==> config.mk <==
export PLATFORM = sky130hd
export DESIGN_NAME = prio_resolver
export DESIGN_NICKNAME = d
export VERILOG_FILES = /design/src/rtl/prio_pkg.sv /design/src/rtl/rot_rank_enc.sv /design/src/rtl/isr_ctrl.sv /design/src/rtl/prio_resolver.sv
export SDC_FILE = /design/constraint.sdc
export NUM_CORES = 1
export LEC_CHECK = 0
export BUFFER_PORTS_ARGS = -buffer_cell sky130_fd_sc_hd__buf_4
export CORE_UTILIZATION = 35
export CTS_BUF_LIST = sky130_fd_sc_hd__clkbuf_4 sky130_fd_sc_hd__clkbuf_8
export CTS_CLUSTER_SIZE = 20
export DETAILED_ROUTE_END_ITERATION = 10
export GPL_ROUTABILITY_DRIVEN = 0
export GPL_TIMING_DRIVEN = 0
export HOLD_SLACK_MARGIN = 0.1
export MAX_ROUTING_LAYER = met4
export SLEW_MARGIN = 25
export SYNTH_ARGS = -nofsm -noshare
export SYNTH_HDL_FRONTEND = slang
export SYNTH_SLANG_ARGS = --single-unit
==> constraint.sdc <==
create_clock -name clk -period 5.1 [get_ports clk]
set_input_delay 0.51 -clock clk [delete_from_list [all_inputs] [get_ports clk]]
set_output_delay 0.51 -clock clk [all_outputs]
set_load 0.03 [all_outputs]
==> src/rtl/prio_pkg.sv <==
// Shared types for the interrupt resolver.
// Assumes the line count is a power of two.
package prio_pkg;
    localparam int unsigned DEF_LINES = 8;

    typedef struct packed {
        logic special_mask;
        logic nested;
        logic master;
        logic auto_eoi;
        logic rot_aeoi;
    } mode_t;
endpackage

==> src/rtl/rot_rank_enc.sv <==
// Rotating priority encoder. It rotates a line vector so that the line at
// the base sits at position 0, then returns the index of the lowest set
// bit. That index is the rank; N means the vector is empty.
// Assumes N is a power of two and base_i < N.
module rot_rank_enc #(
    parameter int N = 8,
    localparam int IW = $clog2(N)
) (
    input  logic [N-1:0]  vec_i,
    input  logic [IW-1:0] base_i,
    output logic [IW:0]   rank_o
);
    logic [N-1:0] rot;

    // Rotate so that the base line lands at rank 0.
    always_comb begin
        for (int i = 0; i < N; i++) begin
            rot[i] = vec_i[(i + int'(base_i)) % N];
        end
    end

    // Lowest set bit wins; the result is N when nothing is set.
    always_comb begin
        rank_o = (IW+1)'(N);
        for (int i = N - 1; i >= 0; i--) begin
            if (rot[i]) rank_o = (IW+1)'(i);
        end
    end
endmodule

==> src/rtl/isr_ctrl.sv <==
// In-service set and rotation base registers. A load from the command
// decoder has priority; otherwise a committed acknowledge either marks
// the winner in service or, with automatic EOI, optionally rotates.
// Assumes ack_fire_i is high only when a real winner exists.
module isr_ctrl #(
    parameter int N = 8,
    localparam int IW = $clog2(N)
) (
    input  logic          clk,
    input  logic          rst_n,
    input  logic          ack_fire_i,
    input  logic [IW-1:0] win_line_i,
    input  logic          auto_eoi_i,
    input  logic          rot_aeoi_i,
    input  logic          isr_load_i,
    input  logic [N-1:0]  isr_val_i,
    input  logic          base_load_i,
    input  logic [IW-1:0] base_val_i,
    output logic [N-1:0]  isr_o,
    output logic [IW-1:0] base_o
);
    // In-service set update.
    always_ff @(posedge clk) begin
        if (!rst_n) begin
            isr_o <= '0;
        end else if (isr_load_i) begin
            isr_o <= isr_val_i;
        end else if (ack_fire_i && !auto_eoi_i) begin
            isr_o <= isr_o | (N'(1) << win_line_i);
        end
    end

    // Rotation base update.
    always_ff @(posedge clk) begin
        if (!rst_n) begin
            base_o <= '0;
        end else if (base_load_i) begin
            base_o <= base_val_i;
        end else if (ack_fire_i && auto_eoi_i && rot_aeoi_i) begin
            base_o <= win_line_i + IW'(1);
        end
    end

    p_load_isr_r10: assert property (@(posedge clk) disable iff (!rst_n)
        isr_load_i |=> isr_o == $past(isr_val_i));
    p_load_base_r10: assert property (@(posedge clk) disable iff (!rst_n)
        base_load_i |=> base_o == $past(base_val_i));
endmodule

==> src/rtl/prio_resolver.sv <==
// Top of the rotating-priority interrupt resolver. It ranks the unmasked
// requests and the effective in-service levels against the rotation
// base, presents the winner only if it strictly outranks service, and
// commits it on acknowledge.
// Assumes the mode bits come from an external command decoder.
module prio_resolver
    import prio_pkg::*;
#(
    parameter int N            = DEF_LINES,
    parameter int VEC_W        = 8,
    parameter int CASCADE_LINE = 2,
    localparam int IW = $clog2(N)
) (
    input  logic             clk,
    input  logic             rst_n,
    input  logic [N-1:0]     req_i,
    input  logic [N-1:0]     mask_i,
    input  logic [VEC_W-1:0] vec_base_i,
    input  logic             special_mask_i,
    input  logic             nested_i,
    input  logic             master_i,
    input  logic             auto_eoi_i,
    input  logic             rot_aeoi_i,
    input  logic             ack_i,
    input  logic             isr_load_i,
    input  logic [N-1:0]     isr_val_i,
    input  logic             base_load_i,
    input  logic [IW-1:0]    base_val_i,
    output logic             irq_o,
    output logic [IW-1:0]    line_o,
    output logic [VEC_W-1:0] vector_o,
    output logic [N-1:0]     isr_o,
    output logic [IW-1:0]    rot_base_o
);
    mode_t        mode;
    logic [N-1:0] cand;
    logic [N-1:0] isr_eff;
    logic [IW:0]  cand_rank;
    logic [IW:0]  svc_rank;
    logic [IW:0]  line_sum;

    // Gather the mode bits into one record.
    always_comb begin
        mode.special_mask = special_mask_i;
        mode.nested       = nested_i;
        mode.master       = master_i;
        mode.auto_eoi     = auto_eoi_i;
        mode.rot_aeoi     = rot_aeoi_i;
    end

    // Build the candidate set and the in-service set used for comparison.
    always_comb begin
        cand    = req_i & ~mask_i;
        isr_eff = isr_o;
        if (mode.special_mask) isr_eff = isr_eff & ~mask_i;
        if (mode.nested && mode.master) isr_eff[CASCADE_LINE] = 1'b0;
    end

    // One encoder per set, in a generate loop.
    for (genvar g = 0; g < 2; g++) begin : g_rank
        logic [IW:0] r;
        rot_rank_enc #(.N(N)) u_enc (
            .vec_i  (g == 0 ? cand : isr_eff),
            .base_i (rot_base_o),
            .rank_o (r)
        );
    end
    assign cand_rank = g_rank[0].r;
    assign svc_rank  = g_rank[1].r;

    // Compare the two ranks, and map the winning rank back to a line.
    always_comb begin
        irq_o    = cand_rank < svc_rank;
        line_sum = cand_rank + {1'b0, rot_base_o};
        line_o   = irq_o ? line_sum[IW-1:0] : IW'(N - 1);
        vector_o = {vec_base_i[VEC_W-1:IW], {IW{1'b0}}} + VEC_W'(line_o);
    end

    isr_ctrl #(.N(N)) u_state (
        .clk         (clk),
        .rst_n       (rst_n),
        .ack_fire_i  (ack_i && irq_o),
        .win_line_i  (line_o),
        .auto_eoi_i  (mode.auto_eoi),
        .rot_aeoi_i  (mode.rot_aeoi),
        .isr_load_i  (isr_load_i),
        .isr_val_i   (isr_val_i),
        .base_load_i (base_load_i),
        .base_val_i  (base_val_i),
        .isr_o       (isr_o),
        .base_o      (rot_base_o)
    );

    p_pend_unmasked_r2: assert property (@(posedge clk) disable iff (!rst_n)
        irq_o |-> (req_i[line_o] && !mask_i[line_o]));
    p_winner_not_in_service_r3: assert property (@(posedge clk) disable iff (!rst_n)
        irq_o |-> !isr_eff[line_o]);
    p_spurious_line_r8: assert property (@(posedge clk) disable iff (!rst_n)
        !irq_o |-> line_o == IW'(N - 1));
    p_spurious_ack_r8: assert property (@(posedge clk) disable iff (!rst_n)
        (ack_i && !irq_o && !isr_load_i && !base_load_i)
        |=> (isr_o == $past(isr_o) && rot_base_o == $past(rot_base_o)));
    p_ack_marks_service_r6: assert property (@(posedge clk) disable iff (!rst_n)
        (ack_i && irq_o && !auto_eoi_i && !isr_load_i) |=> isr_o[$past(line_o)]);
    p_aeoi_keeps_isr_r7: assert property (@(posedge clk) disable iff (!rst_n)
        (ack_i && auto_eoi_i && !isr_load_i) |=> isr_o == $past(isr_o));
    p_aeoi_rotates_r7: assert property (@(posedge clk) disable iff (!rst_n)
        (ack_i && irq_o && auto_eoi_i && rot_aeoi_i && !base_load_i)
        |=> rot_base_o == IW'($past(line_o) + 1'b1));
endmodule

==> metrics.txt, run 1 <==
Data required, critical path=4.59 ns; antenna violations before repair=0; Worst Clk Skew=0.00207 ns; CP endpoint kind=output pin; commonest cells in the netlist=mux2_2 (14), mux2i_1 (13), ha_1 (12), mux4_2 (12), nand2b_1 (12); worst slew margin relative to its limit=63.6%; status=finished with violations; Syn Area/Cell=9.06 sq um; CTS Buf Count=3; crit-path max FO=10; share of cells above drive strength 1=39.8%; Rows=26; fmax=0.208 GHz; fin nets=325; Main synth FF type=dfxtp_1; adder-cell area share of the yosys netlist=9.16%; Area Overhead vs Synth=31.7%; cell count after synthesis=205; vias in the first global route=1881; final wirelength=5220 microns; simple-gate share of the synthesized area=18.4%; Leak Pwr=1.06 nW; Clock Tree Buf Depth=2; Hold Buf Count CTS=0; Yosys Warn Count=0; Core Area=5110 sq um; Util after Layout=47.9%; Post-Synth XOR/XNOR Area=2.83%; Final period util=94.2%; post-synth net total=263; Clock Latency Late Sink=0.24 ns; Vias=1901; DR vias/cell=5.66; CTS sink cnt=11; register area share after synthesis=11.9%; area of the mapped netlist=1860 sq um; register bit count reported by yosys=11; multiplexer area fraction after synthesis=30.1%; failing checks=DRC; Post-DRT Antenna Nets=0; Hold Crit Class=input port to flop; top cells by area, synth=mux4_2 (15%), dfxtp_1 (12%), mux2_2 (8.5%); fin crit period=4.81 ns; ys async rst share=0%; final count of hold timing violations=0; VDD IR max=0.766 mV; RSZ-0062 raised after global routing=no; largest net degree at the start of global routing=11; clock slew at reported path FFs=0.05 ns; number of enable flip-flop cells after synthesis=0; clk root buf=clkbuf_8; largest family of logic cells by synthesized area=multiplexers; Die Y=74.8 microns; Starting Density=36.4%; Die Wd=74.8 microns; Final HPWL DP=4300 microns; DR WL/cell=15.5 microns; All-Layer GR Usage=20.1%; Worst setup SP type=flop; Crit Path Category=flop to output pin; Ports=68; most common cell in the netlist=mux2_2; TritonCTS clock tree=built; Yosys top cell by area=mux4_2; count of cell types in the netlist=44; placed insts=331; Critical Path AT=4.30 ns; H-Tree Depth=1; Cell Count, Final, Fillers Out=336; Iter 0 DRT Violations=79; post-synthesis compound-gate area fraction=20.4%; TritonRoute pass-1 iters=7; power per cell area=555 nW/um^2; setup violators final=0; top cell type's share of synthesized area=14.6%; number of port buffers=56; Pins Over Slew Limit=0; Worst Tran Pin Value=0.543 ns; DRC=1; total grt overflow=0; global-route wire length before repair=8420 microns; Max-Cap Viols=0; ANT cells=0; Die Area=5600 sq um
## layout by cell type (no fill, tap or decap), types with 3 or more instances in the layout
cell,netlist,layout
nand3_1,5,5
dfxtp_1,11,11
xnor2_1,5,4
mux2_2,14,14
clkbuf_8,0,3
buf_2,4,3
o21ai_0,3,3
ha_1,12,11
o211ai_1,6,6
mux4_2,12,12
nand2_1,11,11
nor2_1,10,10
a21oi_1,5,5
inv_1,5,5
buf_4,9,66
a21boi_0,11,11
nand2b_1,12,12
and2_1,6,6
o2111ai_1,3,3
nand3b_1,5,5
mux2i_1,13,13
a32o_1,8,8
nor3_1,3,3
## where the power goes
group	leakage [nW]	internal (mW)	switching, mW
Combinational	0.947	0.474	0.683
Sequential	0.0909	0.0977	0.0127
Clock	0.0255	0.0538	0.0342
## cells by family (layout without fill, tap and decap cells)
family / after synthesis / in the layout
muxes: 39 / 39
AOI/OAI and AO/OA: 49 / 49
DFF: 11 / 11
and+or+nand+nor: 61 / 61
buffers and inverters: 26 / 87
xor gates and xnor gates: 6 / 6
adders and majority gates: 13 / 13
## repair_timing
item,4_1_cts,5_1_grt
setup endpoints to repair,8,13
buffers inserted,0,1
resized for setup,2,5
hold endpoints to repair,0,0
## state kept, by name, summed over array words and instances (netlist names)
register and flops:
u_state.isr_o 8, u_state.base_o 3
## worst max-delay path, cell delays in order, from the launching register on
cell and delay, ns:
dfxtp_1 0.50, buf_2 0.33, mux4_2 0.57, and2_1 0.19, a211oi_1 0.38, nor2_1 0.09
o311ai_0 0.39, ha_1 0.31, o211ai_1 0.34, nand2b_1 0.18, nand2_1 0.15, buf_4 0.18
nand2_1 0.13, buf_4 0.16, buf_4 0.15
## final timing paths
path | from | end | slack (ns) | cells after the start
setup / recovery | u_state.base_o[0]$_SDFFE_PN0P_ | vector_o[1] | 0.29 | 14
hold / removal | base_val_i[1] | u_state.base_o[1]$_SDFFE_PN0P_ | 0.51 | 3
setup reg to reg | u_state.base_o[0]$_SDFFE_PN0P_ | u_state.base_o[2]$_SDFFE_PN0P_ | 0.37 | 17
hold reg to reg | u_state.isr_o[6]$_SDFFE_PN0P_ | u_state.isr_o[6]$_SDFFE_PN0P_ | 0.62 | 2
## per-stage QoR
stage          setup TNS (ns)  setup WS, ns  hold slack (ns)  instance area (sq um)  power, mW
6_report                    0         0.294            0.514                   2440       1.36
5_1_grt                     0        0.0101            0.522                   2440       1.47
4_1_cts                     0        0.0229            0.517                   2410       1.35
3_5_place_dp           -0.159        -0.158            0.613                   2360       1.26
3_3_place_gp          -0.0905       -0.0905            0.614                   2360       1.25
2_1_floorplan               0         0.176            0.660                   1860      0.930
## metal layers
layer	up-vias	share of wire (%)	global-route usage (%)
li1	906	-	-
met1	942	44	23.0
met2	47	51	37.9
met3	6	3.1	1.47
met4	0	1.1	4.82
met5	-	0	-
## area by class of cell
type / count / area (sq um)
Buffer: 17 / 105
Inverter: 9 / 37.5
Multi-Input combinational cell: 168 / 1520
Fill cell: 511 / 2660
Tap cell: 70 / 87.6
Clock inverter: 1 / 5.00
Sequential cell: 11 / 220
Clock buffer: 3 / 41.3
Timing Repair Buffer: 57 / 428
(Power assumes the default switching activity.)
==> run 2, diff against run 1 <==
==> constraint.sdc (replaced) <==
create_clock -name clk -period 5.1 [get_ports clk]
set_input_delay 1.02 -clock clk [delete_from_list [all_inputs] [get_ports clk]]
set_output_delay 1.02 -clock clk [all_outputs]
set_load 0.03 [all_outputs]
==> run 2 against run 1 <==
The flow now finishes without violations; cell count rose by 3.9%; routed wire length up 3.4%; flip-flop and latch count stayed put; cell area up 12%; power increased by 23%; clock skew about the same; via count is 1.3% higher; first-iteration DRC count up 43%.
==> metrics.txt, run 2 (same netlist as run 1, synthesis figures left out) <==
status=completed; Clk pwr share=5.4%; antenna violations before repair=0; Die Y=74.8 microns; fin crit period=5.01 ns; Iter 0 DRT Violations=113; share of cells above drive strength 1=53.8%; ANT cells=0; number of port buffers=56; fmax=0.199 GHz; final wirelength=5390 microns; most frequent cells in the layout=buf_4 (75), mux2_2 (13), mux4_2 (12), ha_1 (11), nor2_1 (10); Hold Crit Class=flop to flop; Worst Clk Skew=0.00184 ns; Final HPWL DP=4260 microns; CTS sink cnt=11; commonest non-fill, non-tap cell in the layout=buf_4; Die Wd=74.8 microns; clk root buf=clkbuf_8; worst slew margin relative to its limit=62.0%; CP cell instances=buf_4 -> nand2b_4 -> mux4_2 -> mux2_4 -> nand2_2 -> nor3_1 -> and3_1 -> ha_1 -> a21o_1 -> nor2_1 -> nand2_1 -> a211o_4 -> nand2_4 -> buf_6 -> nand2_2 -> buf_4 -> buf_6; Critical Path AT=3.99 ns; Ports=68; largest net degree at the start of global routing=11; Clock Latency Late Sink=0.24 ns; Worst setup SP type=input port; total power=1.66 mW; H-Tree Depth=1; combinational fraction of design power=87.9%; crit-path max FO=5; Switching Fraction=50.0%; global-route wire length before repair=8600 microns; Core Area=5110 sq um; Area Overhead vs Synth=47.8%; largest register by flop count=u_state.isr_o; Post-DP Area=2370 sq um; Clock Tree Buf Depth=2; Worst path slowest cell=mux4_2; design area=2750 sq um; Pins Over Slew Limit=0; Cell Int Power=0.832 mW; clock slew at reported path FFs=0.05 ns; biggest regs=u_state.isr_o (8), u_state.base_o (3); # fillers=487; Crit Path Category=input port to output pin; setup violators final=0; vias in the first global route=1921; Post-DRT Antenna Nets=0; Sequential Power Share=6.7%; DRC=0; Leak Pwr=1.21 nW; final count of hold timing violations=0; P_sw=0.830 mW; Starting Density=36.4%; Die Area=5600 sq um; Max-Cap Viols=0; DR vias/cell=5.52; CTS Buf Count=3; Rows=26; Vias=1926; power per cell area=605 nW/um^2; Worst Tran Pin Value=0.566 ns; fin nets=338; total grt overflow=0; CP endpoint kind=output pin; VDD IR max=0.709 mV; Data required, critical path=4.08 ns; All-Layer GR Usage=20.6%; Final period util=98.3%; TritonRoute pass-1 iters=4; TritonCTS clock tree=built; max reg flops=8; max incr delay on CP=0.51 ns; DR WL/cell=15.5 microns
## run 2: cell types whose count changed in the layout (fill, tap and decap cells not counted), sizes merged
cell and delta:
clkbuf -1, buf +14, inv -1, clkinv +1
## run 2: final cells by class
cell class | instances | area [sq um] | area share (%)
repair buffers | 70 | 541 | 19.7
inverters | 9 | 40.0 | 1.46
clock inverters | 1 | 5.00 | 0.182
multi-input cells | 168 | 1700 | 61.8
clock buffers | 3 | 41.3 | 1.50
flip-flops and latches | 11 | 223 | 8.11
plain buffers | 17 | 113 | 4.10
well taps | 70 | 87.6 | 3.19
## run 2: path summary, 6_finish.rpt
check                           cells past startpoint                        endpoint  slack, ns                           start
worst max register to register                     20  u_state.base_o[1]$_SDFFE_PN0P_       0.78  u_state.base_o[1]$_SDFFE_PN0P_
worst min-delay path                                2   u_state.isr_o[5]$_SDFFE_PN0P_       0.61   u_state.isr_o[5]$_SDFFE_PN0P_
worst max-delay path                               17                     vector_o[2]       0.09                       mask_i[4]
worst min register to register                      2   u_state.isr_o[5]$_SDFFE_PN0P_       0.61   u_state.isr_o[5]$_SDFFE_PN0P_
## run 2: metrics by stage
step	setup WS (ns)	utilization, %	TNS [ns]	std cells	hold slack [ns]
CTS	0.0206	48.9	0	338	0.623
finish	0.0867	53.7	0	349	0.614
global route	-0.0251	53.7	-0.0451	349	0.675
floorplan	0.0910	-	0	205	0.745
global placement	-0.384	46.4	-2.14	331	0.608
detailed placement	-0.398	46.4	-2.18	331	0.607
## run 2: critical path, delay by kind of cell
family	cells	cell delay, ns
simple gates	8	0.79
buf+inv	4	0.51
compound gates	2	0.56
mux	2	0.81
fa+ha+maj	1	0.30
## run 2: per-layer routing
layer / wire [microns] / vias to the layer above / GRT usage (%)
met2: 2730 / 59 / 36.5
li1: - / 932 / -
met3: 197 / 10 / 0.803
met4: 92 / 0 / 6.29
met5: 0 / - / -
met1: 2380 / 925 / 25.3
## run 2: power by group through the flow
stage | Clock, mW | Sequential [mW] | Combinational [mW]
2_1_floorplan | 0 | 0.130 | 0.813
3_3_place_gp | 0 | 0.113 | 1.15
3_5_place_dp | 0 | 0.112 | 1.16
4_1_cts | 0.0903 | 0.111 | 1.23
5_1_grt | 0.0952 | 0.113 | 1.57
6_report | 0.0895 | 0.112 | 1.46
## run 2: timing repair
action | CTS | global route
pin swaps | 1 | 16
resized for setup | 16 | 40
hold buffers | 0 | 0
buffers inserted | 3 | 11
endpoints found under the setup margin | 8 | 6
gates cloned | 0 | 0
